$ cat src/rtl/sc_rx_pkg.sv
package sc_rx_pkg;
    typedef enum logic [2:0] {
        S_IDLE      = 3'd0,
        S_START     = 3'd1,
        S_DATA      = 3'd2,
        S_PARITY    = 3'd3,
        S_ERR_GAP   = 3'd4,
        S_ERR_DRIVE = 3'd5
    } rx_state_t;
endpackage

$ cat src/rtl/sc_line_sync.sv
module sc_line_sync #(
    parameter int STAGES = 2
) (
    input  logic clk,
    input  logic rst_n,
    input  logic line_in,
    output logic line_s,
    output logic fall
);
    logic [STAGES-1:0] sync_q;
    logic              prev_q;

    always_ff @(posedge clk or negedge rst_n) begin
        if (!rst_n) begin
            sync_q <= '1;
            prev_q <= 1'b1;
        end else begin
            sync_q <= {sync_q[STAGES-2:0], line_in};
            prev_q <= sync_q[STAGES-1];
        end
    end

    assign line_s = sync_q[STAGES-1];
    assign fall   = prev_q & ~sync_q[STAGES-1];
endmodule

$ cat src/rtl/sc_bit_timer.sv
module sc_bit_timer #(
    parameter int CYCLES_PER_BIT = 372,
    parameter int CNT_W          = $clog2(CYCLES_PER_BIT)
) (
    input  logic             clk,
    input  logic             rst_n,
    input  logic             clear,
    output logic [CNT_W-1:0] cnt,
    output logic             at_mid,
    output logic             at_last,
    output logic             at_half_end
);
    localparam int HALF = CYCLES_PER_BIT / 2;
    localparam logic [CNT_W-1:0] MID_V  = CNT_W'(HALF);
    localparam logic [CNT_W-1:0] LAST_V = CNT_W'(CYCLES_PER_BIT - 1);
    localparam logic [CNT_W-1:0] HEND_V = CNT_W'(HALF - 1);

    always_ff @(posedge clk or negedge rst_n) begin
        if (!rst_n)
            cnt <= '0;
        else if (clear || cnt == LAST_V)
            cnt <= '0;
        else
            cnt <= cnt + 1'b1;
    end

    assign at_mid      = (cnt == MID_V);
    assign at_last     = (cnt == LAST_V);
    assign at_half_end = (cnt == HEND_V);

    // counter never leaves the bit period
    a_r2_cnt_in_range: assert property (@(posedge clk) disable iff (!rst_n)
        cnt <= LAST_V);
    // the counter wraps to zero after the last cycle of a bit
    a_r2_cnt_wraps: assert property (@(posedge clk) disable iff (!rst_n)
        at_last |=> cnt == '0);
endmodule

$ cat src/rtl/sc_char_shift.sv
module sc_char_shift #(
    parameter int DATA_BITS = 8
) (
    input  logic                 clk,
    input  logic                 rst_n,
    input  logic                 clear,
    input  logic                 shift_en,
    input  logic                 bit_in,
    output logic [DATA_BITS-1:0] data,
    output logic                 odd
);
    always_ff @(posedge clk or negedge rst_n) begin
        if (!rst_n) begin
            data <= '0;
            odd  <= 1'b0;
        end else if (clear) begin
            data <= '0;
            odd  <= 1'b0;
        end else if (shift_en) begin
            data <= {bit_in, data[DATA_BITS-1:1]};
            odd  <= odd ^ bit_in;
        end
    end
endmodule

$ cat src/rtl/sc_char_rx.sv
module sc_char_rx
    import sc_rx_pkg::*;
#(
    parameter int CYCLES_PER_BIT = 372,
    parameter int DATA_BITS      = 8
) (
    input  logic                 clk,
    input  logic                 rst_n,
    input  logic                 line_in,
    output logic                 line_oe,
    input  logic                 rx_ie,
    input  logic                 rd_strobe,
    input  logic                 par_clr,
    output logic [DATA_BITS-1:0] rx_data,
    output logic                 rx_full,
    output logic                 par_err,
    output logic                 irq_rx,
    output logic                 irq_err
);
    localparam int CNT_W = $clog2(CYCLES_PER_BIT);
    localparam int IDX_W = $clog2(DATA_BITS);
    localparam logic [IDX_W-1:0] LAST_IDX = IDX_W'(DATA_BITS - 1);

    rx_state_t state, state_nx;

    logic                 line_s, fall;
    logic [CNT_W-1:0]     cnt;
    logic                 at_mid, at_last, at_half_end;
    logic                 tmr_clear;
    logic [IDX_W-1:0]     bit_idx;
    logic [DATA_BITS-1:0] shift_data;
    logic                 shift_odd;
    logic                 frame_bad;
    logic                 par_sample, good_ev, bad_ev;

    sc_line_sync #(.STAGES(2)) u_sync (
        .clk    (clk),
        .rst_n  (rst_n),
        .line_in(line_in),
        .line_s (line_s),
        .fall   (fall)
    );

    sc_bit_timer #(.CYCLES_PER_BIT(CYCLES_PER_BIT), .CNT_W(CNT_W)) u_timer (
        .clk        (clk),
        .rst_n      (rst_n),
        .clear      (tmr_clear),
        .cnt        (cnt),
        .at_mid     (at_mid),
        .at_last    (at_last),
        .at_half_end(at_half_end)
    );

    sc_char_shift #(.DATA_BITS(DATA_BITS)) u_shift (
        .clk     (clk),
        .rst_n   (rst_n),
        .clear   (state == S_START),
        .shift_en(state == S_DATA && at_mid),
        .bit_in  (line_s),
        .data    (shift_data),
        .odd     (shift_odd)
    );

    assign par_sample = (state == S_PARITY) && at_mid;
    assign good_ev    = par_sample && !(shift_odd ^ line_s);
    assign bad_ev     = par_sample &&  (shift_odd ^ line_s);
    assign tmr_clear  = (state == S_IDLE) || (state_nx != state);

    // next-state logic
    always_comb begin
        state_nx = state;
        unique case (state)
            S_IDLE:      if (fall) state_nx = S_START;
            S_START:     if (at_mid && line_s) state_nx = S_IDLE;
                         else if (at_last) state_nx = S_DATA;
            S_DATA:      if (at_last && bit_idx == LAST_IDX) state_nx = S_PARITY;
            S_PARITY:    if (at_last) state_nx = frame_bad ? S_ERR_GAP : S_IDLE;
            S_ERR_GAP:   if (at_half_end) state_nx = S_ERR_DRIVE;
            S_ERR_DRIVE: if (at_last) state_nx = S_IDLE;
            default:     state_nx = S_IDLE;
        endcase
    end

    // state register
    always_ff @(posedge clk or negedge rst_n) begin
        if (!rst_n) state <= S_IDLE;
        else        state <= state_nx;
    end

    // data-bit index and frame verdict
    always_ff @(posedge clk or negedge rst_n) begin
        if (!rst_n) begin
            bit_idx   <= '0;
            frame_bad <= 1'b0;
        end else begin
            if (state != S_DATA)
                bit_idx <= '0;
            else if (at_last)
                bit_idx <= bit_idx + 1'b1;
            if (state == S_START)
                frame_bad <= 1'b0;
            else if (bad_ev)
                frame_bad <= 1'b1;
        end
    end

    // outputs
    always_ff @(posedge clk or negedge rst_n) begin
        if (!rst_n) begin
            rx_data <= '0;
            rx_full <= 1'b0;
            par_err <= 1'b0;
            irq_rx  <= 1'b0;
            irq_err <= 1'b0;
            line_oe <= 1'b0;
        end else begin
            if (good_ev)
                rx_data <= shift_data;
            if (good_ev)
                rx_full <= 1'b1;
            else if (rd_strobe)
                rx_full <= 1'b0;
            if (bad_ev)
                par_err <= 1'b1;
            else if (par_clr)
                par_err <= 1'b0;
            irq_rx  <= good_ev && rx_ie;
            irq_err <= bad_ev && rx_ie;
            line_oe <= (state_nx == S_ERR_DRIVE);
        end
    end

    // error drive starts with a fresh bit count and only after the gap
    a_r5_oe_starts_clean: assert property (@(posedge clk) disable iff (!rst_n)
        $rose(line_oe) |-> (state == S_ERR_DRIVE && cnt == '0 && $past(state) == S_ERR_GAP));
    // error drive is released exactly at the end of the drive bit
    a_r5_oe_release: assert property (@(posedge clk) disable iff (!rst_n)
        (state == S_ERR_DRIVE && at_last) |=> !line_oe);
    // a good verdict never leads into error signalling
    a_r3_good_no_gap: assert property (@(posedge clk) disable iff (!rst_n)
        good_ev |=> !frame_bad);
    // a bad character never raises receive-full
    a_r4_no_full_on_error: assert property (@(posedge clk) disable iff (!rst_n)
        bad_ev |=> $stable(rx_data) && (rx_full == $past(rx_full && !rd_strobe)));
    // receive interrupt follows the enable and the full flag
    a_r6_irq_rx_gated: assert property (@(posedge clk) disable iff (!rst_n)
        irq_rx |-> ($past(rx_ie) && rx_full && !irq_err));
    // error interrupt follows the enable and the error flag
    a_r7_irq_err_gated: assert property (@(posedge clk) disable iff (!rst_n)
        irq_err |-> ($past(rx_ie) && par_err));
    // a read with no completing character empties the buffer
    a_r8_read_clears: assert property (@(posedge clk) disable iff (!rst_n)
        (rd_strobe && !good_ev) |=> !rx_full);
    // a clear with no new error drops the flag
    a_r9_clr_clears: assert property (@(posedge clk) disable iff (!rst_n)
        (par_clr && !bad_ev) |=> !par_err);
    // a high mid-bit start sample returns to idle
    a_r10_glitch_idle: assert property (@(posedge clk) disable iff (!rst_n)
        (state == S_START && at_mid && line_s) |=> state == S_IDLE);
endmodule

$ cat config.mk
export PLATFORM = sky130hd
export DESIGN_NAME = sc_char_rx
export DESIGN_NICKNAME = d
export VERILOG_FILES = /design/src/rtl/sc_rx_pkg.sv /design/src/rtl/sc_line_sync.sv /design/src/rtl/sc_bit_timer.sv /design/src/rtl/sc_char_shift.sv /design/src/rtl/sc_char_rx.sv
export SDC_FILE = /design/constraint.sdc
export NUM_CORES = 1
export LEC_CHECK = 0
export ABC_AREA = 1
export BUFFER_PORTS_ARGS = -buffer_cell sky130_fd_sc_hd__buf_2
export CORE_UTILIZATION = 35
export CTS_BUF_LIST = sky130_fd_sc_hd__clkbuf_4
export DETAILED_ROUTE_END_ITERATION = 10
export PLACE_DENSITY_LB_ADDON = 0.2
export SETUP_SLACK_MARGIN = 0.05
export SLEW_MARGIN = 40
export SYNTH_ARGS = -nofsm -noshare
export SYNTH_HDL_FRONTEND = slang
export SYNTH_SLANG_ARGS = --single-unit
$ cat constraint.sdc
create_clock -name clk -period 3.8 [get_ports clk]
set_input_delay 0.19 -clock clk [delete_from_list [all_inputs] [get_ports clk]]
set_output_delay 0.19 -clock clk [all_outputs]
set_load 0.005 [all_outputs]
==> summary.md, run 1 <==
| Metric | Value |
|---|---|
| Switching power | ~0.17 mW |
| Setup crit end kind | register |
| CTS tree | done |
| Peak supply drop | ~0.14 mV |
| Area Growth Syn to Fin | 12.5% |
| Die footprint | 5710 µm² |
| Die X | ~76 µm |
| Max Fclk | about 550 MHz |
| Finished Core Util | just over 40% |
| Total Nets Final | roughly 250 |
| Syn nets | approximately 220 |
| Req. time, crit path | 4030 ps |
| Cell area power density | between 300 and 400 nW/µm² |
| Setup Buffers After CTS | 0 |
| Status | finished, final reports clean |
| Synth warnings | 0 |
| Post-synth EDFFs | 0 |
| Clk sinks | 41 |
| Total GRT Usage | between 10% and 20% |
| Distinct cells, synth | 30 |
| Via count | between 1000 and 1500 |
| CP max stage delay | ~440 ps |
| Final Slew Violations | 0 |
| Worst EP arrival | 2050 ps |
| Core area | ~5200 µm² |
| Kind of critical path | reg -> reg |
| Clock root buffer | clkbuf_4 |
| RSZ-0062 raised after global routing | no |
| CP Max Fanout | 10 |
| Initial antenna violation count | 0 |
| # IOs | 19 |
| Post-Syn Instances | 210 |
| Pre-CTS setup slack | about 1900 ps |
| Post-layout minimum cycle time | roughly 1800 ps |
| Final WS setup | roughly 2000 ps |
| Post-Layout Inst Area | roughly 2100 µm² |
| Site Rows | 26 |
| Clock latency on the worst-skew pair | 340 ps |
| FF+latch count, synth | 41 |
| Antenna Cells | 0 |
| Vias in the first global route | ~1200 |
| Drt wl/cell | approximately 11 µm |
| Clock Pin Slew Worst Setup and Hold Paths | around 110 ps |
| Dpl hpwl | 2.42 mm |
| Setup violators final | 0 |
| Antenna-violating nets left | 0 |
| Startpoint class of the critical path | register |
| Synthesized area | around 1900 µm² |
| Maxcap violations | 0 |
| Worst path slowest cell | dfrtp_1 |
| Dominant synthesized flop cell | dfrtp_1 |
| Post-cts resize count | 0 |
| Global-route wire length before repair | about 5.5 mm |
| I/O Buffers | 18 |
| RD Place Congestion | approximately 0.89 |
| Slew HR | 67.2% |
| Chip Height | around 76 µm |
| Cell-by-cell trace of the critical path | inv_1 -> ha_1 -> nand2_1 -> nor2_1 -> nand2_1 -> nor2_4 -> or2_1 -> o21ai_1 |
| Max clock buf depth | 2 |
| P_leak | about 1 nW |
| Placed inst area | 2060 µm² |
| Largest net degree at the start of global routing | 42 |
| Worst Skew | 10.9 ps |
| Switching Share | 24.5% |
| Sequential fraction of the synthesis area | 54.3% |
| Worst-margin pin slew | 493 ps |
| Residual DRC | 0 |
| Share of layout cells above drive strength 1 | a little under a fifth |
| CP most frequent cell | nand2_1 |
| Clock power share | a little under a third |
| Grt ovf | 0 |
| Post-Route Setup TNS | 0 ps |
| Overall routed net length | about 3.3 mm |
| Internal Pwr Total | about 0.52 mW |
| Overall power | between 0.6 and 0.7 mW |
| Drt via density | approximately 4.4 |
| 1st-iter DRT viols | 41 |
| Hold Vio Cnt, Final | 0 |
| Starting Density | between 30% and 40% |
| Worst min-delay path class | in -> reg |
| 1st-pass router iterations | 4 |
| Logic gate share of total power | 5.5% |
| Final worst path period share | between 40% and 50% |
| Sequential power share | between 60 and 70% |
| H-tree Lvls | 2 |
| Mean Syn Cell Area | between 9 and 10 µm² |
| Async set-or-reset flop fraction in the synthesized netlist | between 90% and 100% |
| CTS Buf Count | 5 |
-- metrics by stage --
stage	std cells	hold slack, ps
3_5_place_dp	296	202
3_3_place_gp	296	298
4_1_cts	306	10.6
6_report	306	26.7
2_1_floorplan	210	-106
5_1_grt	306	45.6
-- synthesized netlist by cell type (2+ instances only) --
cell,instances,share of area [%]
nor2_1,23,4.6
dfrtp_1,38,50
inv_1,28,5.5
nor2_4,2,1.2
dfstp_2,3,4.2
inv_2,5,0.99
nand3_1,11,2.9
xor2_1,6,2.8
o21ai_0,15,4.0
xnor2_1,2,0.92
ha_1,5,3.3
o21ai_1,9,2.4
nand2_1,42,8.3
a21oi_1,2,0.53
nand4_1,2,0.66
nor2_2,3,0.99
-- layout by cell type (no fill, tap or decap), drive strengths merged, types with 5 or more instances in the layout --
cell type / Yosys / routed
dfrtp: 38 / 38
xor2: 6 / 6
nand3: 12 / 12
nor2: 28 / 28
o21ai: 24 / 24
nand2: 44 / 44
clkbuf: 0 / 5
buf: 2 / 18
inv: 33 / 33
ha: 5 / 5
-- area by class of cell --
class / count / area (µm²)
Multi-Input combinational cell: 134 / 723
Fill cell: 518 / 3040
Timing Repair Buffer: 20 / 113
Tap cell: 70 / 87.6
Clock buffer: 5 / 37.5
Sequential cell: 41 / 1030
Inverter: 33 / 124
Clock inverter: 3 / 17.5
-- layer usage --
metal / global-route usage (%) / routed length (µm)
met3: 2.78 / 89
met1: 17.5 / 1710
met4: 6.79 / 61
met5: 0 / 0
met2: 19.9 / 1470
-- power by group through the flow --
stage          Sequential [mW]  Clock, mW  Combinational, mW
3_5_place_dp             0.455          0             0.0385
5_1_grt                  0.448      0.238             0.0446
2_1_floorplan            0.454          0             0.0232
3_3_place_gp             0.455          0             0.0386
4_1_cts                  0.447      0.220             0.0401
6_report                 0.447      0.208             0.0381
-- worst max-delay path, delay by kind of cell (launching register included) --
kind | cells | cell delay (ps)
AO/OA/AOI/OAI | 1 | 90
adder cells (fa/ha/maj) | 1 | 170
buffers and inverters | 1 | 70
flip-flops | 1 | 440
AND/OR/NAND/NOR | 5 | 940
-- logic make-up (layout without fill, tap and decap cells) --
| group | count (synthesis) | after routing | synth area share (%) |
|---|---|---|---|
| simple gates | 93 | 93 | 23.4 |
| buf+inv | 35 | 61 | 7.52 |
| flops | 41 | 41 | 54.3 |
| fa+ha+maj | 5 | 5 | 3.30 |
| xor+xnor | 8 | 8 | 3.70 |
| compound gates | 28 | 28 | 7.72 |
-- worst paths after layout --
path / start / end / slack (ps) / cells after the start
worst max-delay path: u_timer.cnt[0] / u_shift.data[1] / 1980 / 8
worst min-delay path: rd_strobe / rx_full / 30 / 2
worst max register to register: u_timer.cnt[0] / u_shift.data[1] / 1980 / 8
worst min register to register: u_sync.sync_q[0] / u_sync.sync_q[1] / 360 / 0
max in group asynchronous: rst_n / u_sync.sync_q[0] / 3080 / 2
min in group asynchronous: rst_n / u_shift.odd / 350 / 2
-- state kept, by name (all words and copies together) (netlist names), 2 cells and up --
signal         cells
state              3
rx_data            8
u_sync.sync_q      2
u_timer.cnt        9
u_shift.data       8
bit_idx            3
-- repair_timing --
action,4_1_cts,5_1_grt
hold buffers,2,0
endpoints found under the setup margin,0,0
endpoints found under the hold margin,39,0
No activity file was read; power rests on OpenSTA's default activity.
==> run 2, diff against run 1 <==
- ABC_AREA: 1 -> 0
- clock period: 3.8 -> 1.6 ns (I/O delays scaled with it)
==> run 2 against run 1 <==
Compared with the run above: the flow now finishes with violations (setup timing); clock skew about the same; first-iteration DRC count rose by 37%; critical path depth fell by 3; synthesized area fell by 1.6%; combinational power rose to 18 times the previous value; final cell count stayed put; register-to-register slack lost 2100 ps; largest cell class unchanged.
==> summary.md, run 2 <==
| Metric | Value |
|---|---|
| Status | finished, violations left |
| Failing checks | setup timing |
| # IOs | 19 |
| Biggest regs | u_timer.cnt: 9 flops, rx_data: 8 flops, u_shift.data: 8 flops |
| P_leak | 1.40 nW |
| RSZ-0062 raised after global routing | yes |
| Maxcap violations | 0 |
| Post-synth EDFFs | 0 |
| Register area | just over 1000 µm² |
| Clock Pin Slew Worst Setup and Hold Paths | 120 ps |
| Starting Density | 36.5% |
| 1st-iter DRT viols | 56 |
| Setup crit end kind | register |
| Largest net degree at the start of global routing | 22 |
| Cell-by-cell trace of the critical path | and4bb_4 -> nand2_4 -> nor4_4 -> buf_4 -> mux2_2 |
| Worst Skew | approximately 11 ps |
| Placed inst area | between 2000 and 2500 µm² |
| Clk sinks | 41 |
| Delay-heaviest family, CP | simple AND/OR/NAND/NOR gates |
| Distinct cells, synth | 38 |
| Clock root buffer | clkbuf_4 |
| Sequential fraction of the synthesis area | between 50% and 60% |
| Antenna-violating nets left | 0 |
| Final Slew Violations | 0 |
| Most frequent cells in the layout | 38 x dfrtp_1, 34 x buf_4, 24 x nand2_1, 18 x buf_2, 12 x nand3_1 |
| Worst-margin pin slew | 497 ps |
| Flop2flop setup slack | -80 ps |
| Peak supply drop | 0.583 mV |
| CTS tree | done |
| Number of flip-flops in the largest register | 9 |
| Drt via density | 4.75 |
| CTS Buf Count | 5 |
| Reg2Reg Depth | 5 |
| Leading area contributor after synthesis | dfrtp_1 |
| Pre-CTS setup slack | -229 ps |
| Setup violators final | 16 |
| Synthesized area | between 1500 and 2000 µm² |
| CP Max Fanout | 4 |
| Post-Layout Inst Area | between 2000 and 3000 µm² |
| Largest cells by area after synthesis | dfrtp_1 51%, nand2_1 5.2%, mux2_2 4.8%, dfstp_2 4.2%, nand3_1 3.5% |
| Req. time, crit path | 1860 ps |
| 1st-pass router iterations | 4 |
| Clock latency on the worst-skew pair | about 360 ps |
| Final worst path period share | 105% |
| Dpl hpwl | 2.85 mm |
| Die X | between 70 and 80 µm |
| Kind of critical path | reg -> reg |
| Vias in the first global route | around 1400 |
| Slew HR | 66.9% |
| FILL cells | around 470 |
| Post-Syn Instances | around 170 |
| Total GRT Usage | between 10% and 20% |
| Hold slack | 203 ps |
| Worst EP arrival | 1940 ps |
| Largest Register | u_timer.cnt |
| Site Rows | 26 |
| Startpoint class of the critical path | register |
| Share of layout cells above drive strength 1 | between 40% and 50% |
| CP max stage delay | roughly 400 ps |
| Commonest non-fill, non-tap cell in the layout | dfrtp_1 |
| Max Fclk | between 500 and 600 MHz |
| Residual DRC | 0 |
| RD Place Congestion | 0.791 |
| Mean Syn Cell Area | 11.2 µm² |
| Footprint of the multi-input gates | roughly 950 µm² |
| Global-route wire length before repair | between 6 and 7 mm |
| Top-count cell post-synth | dfrtp_1 |
| Dominant synthesized flop cell | dfrtp_1 |
| Top-area cell type share of the netlist area | 51.0% |
| Async set-or-reset flop fraction in the synthesized netlist | between 90% and 100% |
| Top cells by count, synth | 38 x dfrtp_1, 26 x nand2_1, 13 x nand3_1 |
| Final std cells w/o fill | 306 |
| Chip Height | about 75 µm |
| Drt wl/cell | between 10 and 15 µm |
| Via count | 1453 |
| Antenna Cells | 0 |
| Initial antenna violation count | 0 |
| Worst path bufs/invs | 1 |
| Area Growth Syn to Fin | 43.4% |
| Die footprint | 5630 µm² |
| Overall routed net length | around 4.3 mm |
| Synth warnings | 0 |
| FF+latch count, synth | between 40 and 50 |
| Grt ovf | 0 |
| Core area | between 5000 and 6000 µm² |
| Total Nets Final | between 200 and 250 |
| Post-Route Setup TNS | -708 ps |
| Syn nets | about 180 |
| Post-layout minimum cycle time | 1680 ps |
| Origin of the critical flop-to-flop path | u_timer.cnt[8] |
| Cells after DPL | 280 |
| I/O Buffers | 18 |
| Max clock buf depth | 2 |
| H-tree Lvls | 2 |
| Worst path slowest cell | dfrtp_1 |
| Worst min-delay path class | in -> async |
| Hold Vio Cnt, Final | 0 |
| Cell area power density | between 900 and 1000 nW/µm² |
| Final WS setup | -79.4 ps |
| Worst r2r dst | rx_data[7] |
-- run 2: changes by cell type in the layout (fill, tap and decap cells not counted), moves of 9 or more --
cell,previous run,this run
o21ai_0,15,0
inv_1,28,6
nor2_1,23,9
o21ai_1,9,0
buf_4,1,34
nand2_1,42,24
-- run 2: metal layers --
layer	up-vias	routed length, µm	share of wire [%]	global-route usage (%)
met3	7	146	3.4	3.75
li1	706	-	-	-
met2	28	2120	50	25.9
met4	0	76	1.8	6.29
met1	712	1910	45	20.9
met5	-	0	0	0
-- run 2: worst max-delay path by stage --
stage,from,to,slack (ps),depth (start not counted)
floorplan,u_timer.cnt[0],rx_data[0],-130,5
global placement,u_timer.cnt[8],state[0],-130,4
detailed placement,u_timer.cnt[8],state[0],-230,4
CTS,u_timer.cnt[0],rx_data[2],-70,6
global route,u_timer.cnt[8],rx_data[7],-150,5
finish,u_timer.cnt[8],rx_data[7],-80,5
-- run 2: layout make-up --
cell class                      instances  area share (%)
Clock buffer                            6            1.68
Clock inverter                          2            1.31
Timing Repair Buffer                   65            18.5
Inverter                                8            1.22
Sequential cell                        41            38.5
Tap cell                               70            3.27
Multi-Input combinational cell        114            35.5
-- run 2: repair_timing --
action / CTS / global route
hold endpoints to repair: 25 / 0
gates resized for setup: 12 / 32
setup buffers: 3 / 9
hold buffers: 5 / 0
gates cloned: 1 / 1
setup endpoints to repair: 26 / 36
pin swaps: 3 / 7
-- run 2: report_power, final --
group	leakage, nW	total [mW]	switching [mW]	internal, mW
clock network	0.0456	0.689	0.345	0.345
logic	0.802	0.695	0.345	0.350
registers	0.552	1.16	0.0520	1.11
-- run 2: logic make-up after synthesis --
kind of cell | Yosys count | synth area share [%]
compound gates | 9 | 4.63
fa+ha+maj | 5 | 3.35
mux | 11 | 6.44
xor+xnor | 10 | 4.70
buf+inv | 12 | 2.55
simple gates | 79 | 23.1
flops | 41 | 55.2
-- run 2: per-stage QoR --
step	utilization, %	power, mW
2_1_floorplan	-	1.43
3_3_place_gp	44.4	1.66
3_5_place_dp	44.4	1.68
4_1_cts	48.5	2.39
5_1_grt	52.4	2.70
6_report	52.4	2.54
==> run 3, diff against run 2 <==
- CORE_UTILIZATION: 35 -> 29
- CTS_BUF_LIST: sky130_fd_sc_hd__clkbuf_4 -> unset
==> run 3 against run 2 <==
Compared with the run above: non-clock buffer count fell by 6; first-iteration DRC count up 46%; largest power group unchanged; largest cell class unchanged; clock skew down 9.4 ps; final cell count fell by 0.65%; flip-flop and latch count unchanged; critical path type unchanged; worst hold slack got worse by 180 ps; routed wire length is 6.0% lower; sequential share of layout area up 0.90 points; the run still ends with setup timing left; via count shrank 5.7%; critical path depth rose by 1; global-route usage shrank 2.8 points.
==> summary.md, run 3 (synthesized netlist as in run 2, its figures left out) <==
| Metric | Value |
|---|---|
| Clock root buffer | clkbuf_8 |
| Sequential power share | ~45% |
| P_leak | 1.37 nW |
| Clock Pin Slew Worst Setup and Hold Paths | around 70 ps |
| # IOs | 19 |
| 1st-iter DRT viols | a little over 80 |
| Switching Share | 27.3% |
| Hold Startpoint | rx_ie |
| Starting Density | a little over 30% |
| Overall routed net length | roughly 4 mm |
| RD Place Congestion | 0.717 |
| Grt ovf | 0 |
| CTS Buf Count | 5 |
| Final worst path period share | 107% |
| 1st-pass router iterations | 4 |
| Largest Register | u_timer.cnt |
| Share of layout cells above drive strength 1 | 44.1% |
| Hold path depth | 2 |
| Commonest non-fill, non-tap cell in the layout | dfrtp_1 |
| Logic gate share of total power | between 20% and 30% |
| Slew HR | ~70% |
| Maxcap violations | 0 |
| Total GRT Usage | 13.2% |
| RSZ-0062 raised after global routing | yes |
| Clock latency on the worst-skew pair | 290 ps |
| Reg2Reg Depth | 6 |
| Chip Height | between 80 and 90 µm |
| Post-Layout Inst Area | approximately 2600 µm² |
| Die footprint | about 6800 µm² |
| Status | finished, violations left |
| Post-layout minimum cycle time | 1720 ps |
| Failing checks | setup timing |
| Vias in the first global route | roughly 1400 |
| Max clock buf depth | 2 |
| Cell area power density | a little under 1000 nW/µm² |
| Internal Pwr Total | between 1.5 and 2 mW |
| Drt via density | about 4.5 |
| Via count | between 1000 and 1500 |
| Core area | about 6000 µm² |
| Flop2flop setup slack | -120 ps |
| Cells after DPL | about 290 |
| Worst Skew | about 1.9 ps |
| Number of flip-flops in the largest register | 9 |
| Initial antenna violation count | 0 |
| Peak supply drop | approximately 0.53 mV |
| Die X | approximately 82 µm |
| Biggest regs | u_timer.cnt: 9 flops, rx_data: 8 flops, u_shift.data: 8 flops |
| CP Max Fanout | 4 |
| Kind of critical path | reg -> reg |
| Req. time, crit path | roughly 1800 ps |
| Dpl hpwl | 2.79 mm |
| Setup violators final | 17 |
| Worst r2r dst | rx_data[3] |
| Startpoint class of the critical path | register |
| Max Fclk | about 580 MHz |
| Drt wl/cell | about 13 µm |
| Total Nets Final | between 200 and 250 |
| Worst EP arrival | about 1900 ps |
| Hold Vio Cnt, Final | 0 |
| Site Rows | 28 |
| Final std cells w/o fill | approximately 300 |
| Origin of the critical flop-to-flop path | u_timer.cnt[8] |
| Largest net degree at the start of global routing | 21 |
| Global-route wire length before repair | 6.51 mm |
| Worst-margin pin slew | between 400 and 500 ps |
| Area Growth Syn to Fin | 40.1% |
| Antenna-violating nets left | 0 |
| Hold slack | roughly 18 ps |
| Clk sinks | 41 |
| Worst min-delay path class | in -> reg |
| Placed inst area | between 2000 and 2500 µm² |
| Final WS setup | -117 ps |
| Clock power share | between 30% and 40% |
| Most frequent cells in the layout | 38 x dfrtp_1, 33 x buf_4, 25 x nand2_1, 18 x buf_2, 12 x nand3_1 |
| Residual DRC | 0 |
| H-tree Lvls | 2 |
| Setup crit end kind | register |
| Hold EP | irq_rx |
| I/O Buffers | 18 |
| Final Slew Violations | 0 |
| Antenna Cells | 0 |
| Switching power | just under 0.7 mW |
| CTS tree | done |
[run 3: critical path, stage by stage, from the launching register on]
cell and delay, ps:
dfrtp_1 380, and4bb_4 360, nand2_4 50, buf_6 120, nor4_4 190, buf_4 210, mux2_4 300
[run 3: through the flow]
stage                     worst slack, ps  util (%)  power (mW)  TNS [ps]
final                                -117      43.1        2.55     -1820
after global placement               -138      37.5        1.68     -2110
after CTS                            -123      40.8        2.51     -1720
after floorplan                      -126         -        1.43      -961
after detailed placement             -205      37.5        1.67     -2710
after global routing                 -183      43.1        2.72     -2770
[run 3: metal layers]
metal	wire (µm)	up-vias	track usage, %
met4	34	0	5.79
met3	73	2	3.30
met1	1980	654	17.3
met5	0	-	0
met2	1910	16	20.6
li1	-	698	-
[run 3: worst max-delay path by stage]
stage	from	end	slack, ps
finish	u_timer.cnt[8]	rx_data[3]	-120
global route	u_timer.cnt[8]	u_timer.cnt[8]	-180
CTS	u_timer.cnt[8]	rx_data[4]	-120
detailed placement	u_timer.cnt[8]	u_timer.cnt[4]	-200
global placement	u_timer.cnt[8]	u_timer.cnt[6]	-140
floorplan	u_timer.cnt[0]	rx_data[0]	-130
[run 3: power groups by stage]
stage,Clock [mW],Sequential [mW],Combinational (mW)
floorplan,0,1.20,0.229
global placement,0,1.17,0.508
detailed placement,0,1.17,0.504
CTS,0.838,1.15,0.519
global route,0.885,1.16,0.667
finish,0.792,1.16,0.600
[run 3: layout make-up]
type	count	area, µm²
flip-flops and latches	41	1030
inverters	8	30.0
fillers	581	3450
multi-input cells	114	931
clock buffers	5	68.8
well taps	75	93.8
clock inverters	2	35.0
repair buffers	59	425
[run 3: repair_timing]
item	4_1_cts	5_1_grt
hold buffers	2	0
setup buffers	3	5
endpoints found under the hold margin	17	0
cloned	1	1
gates resized for setup	13	23
pin swaps	1	10
setup endpoints to repair	22	36
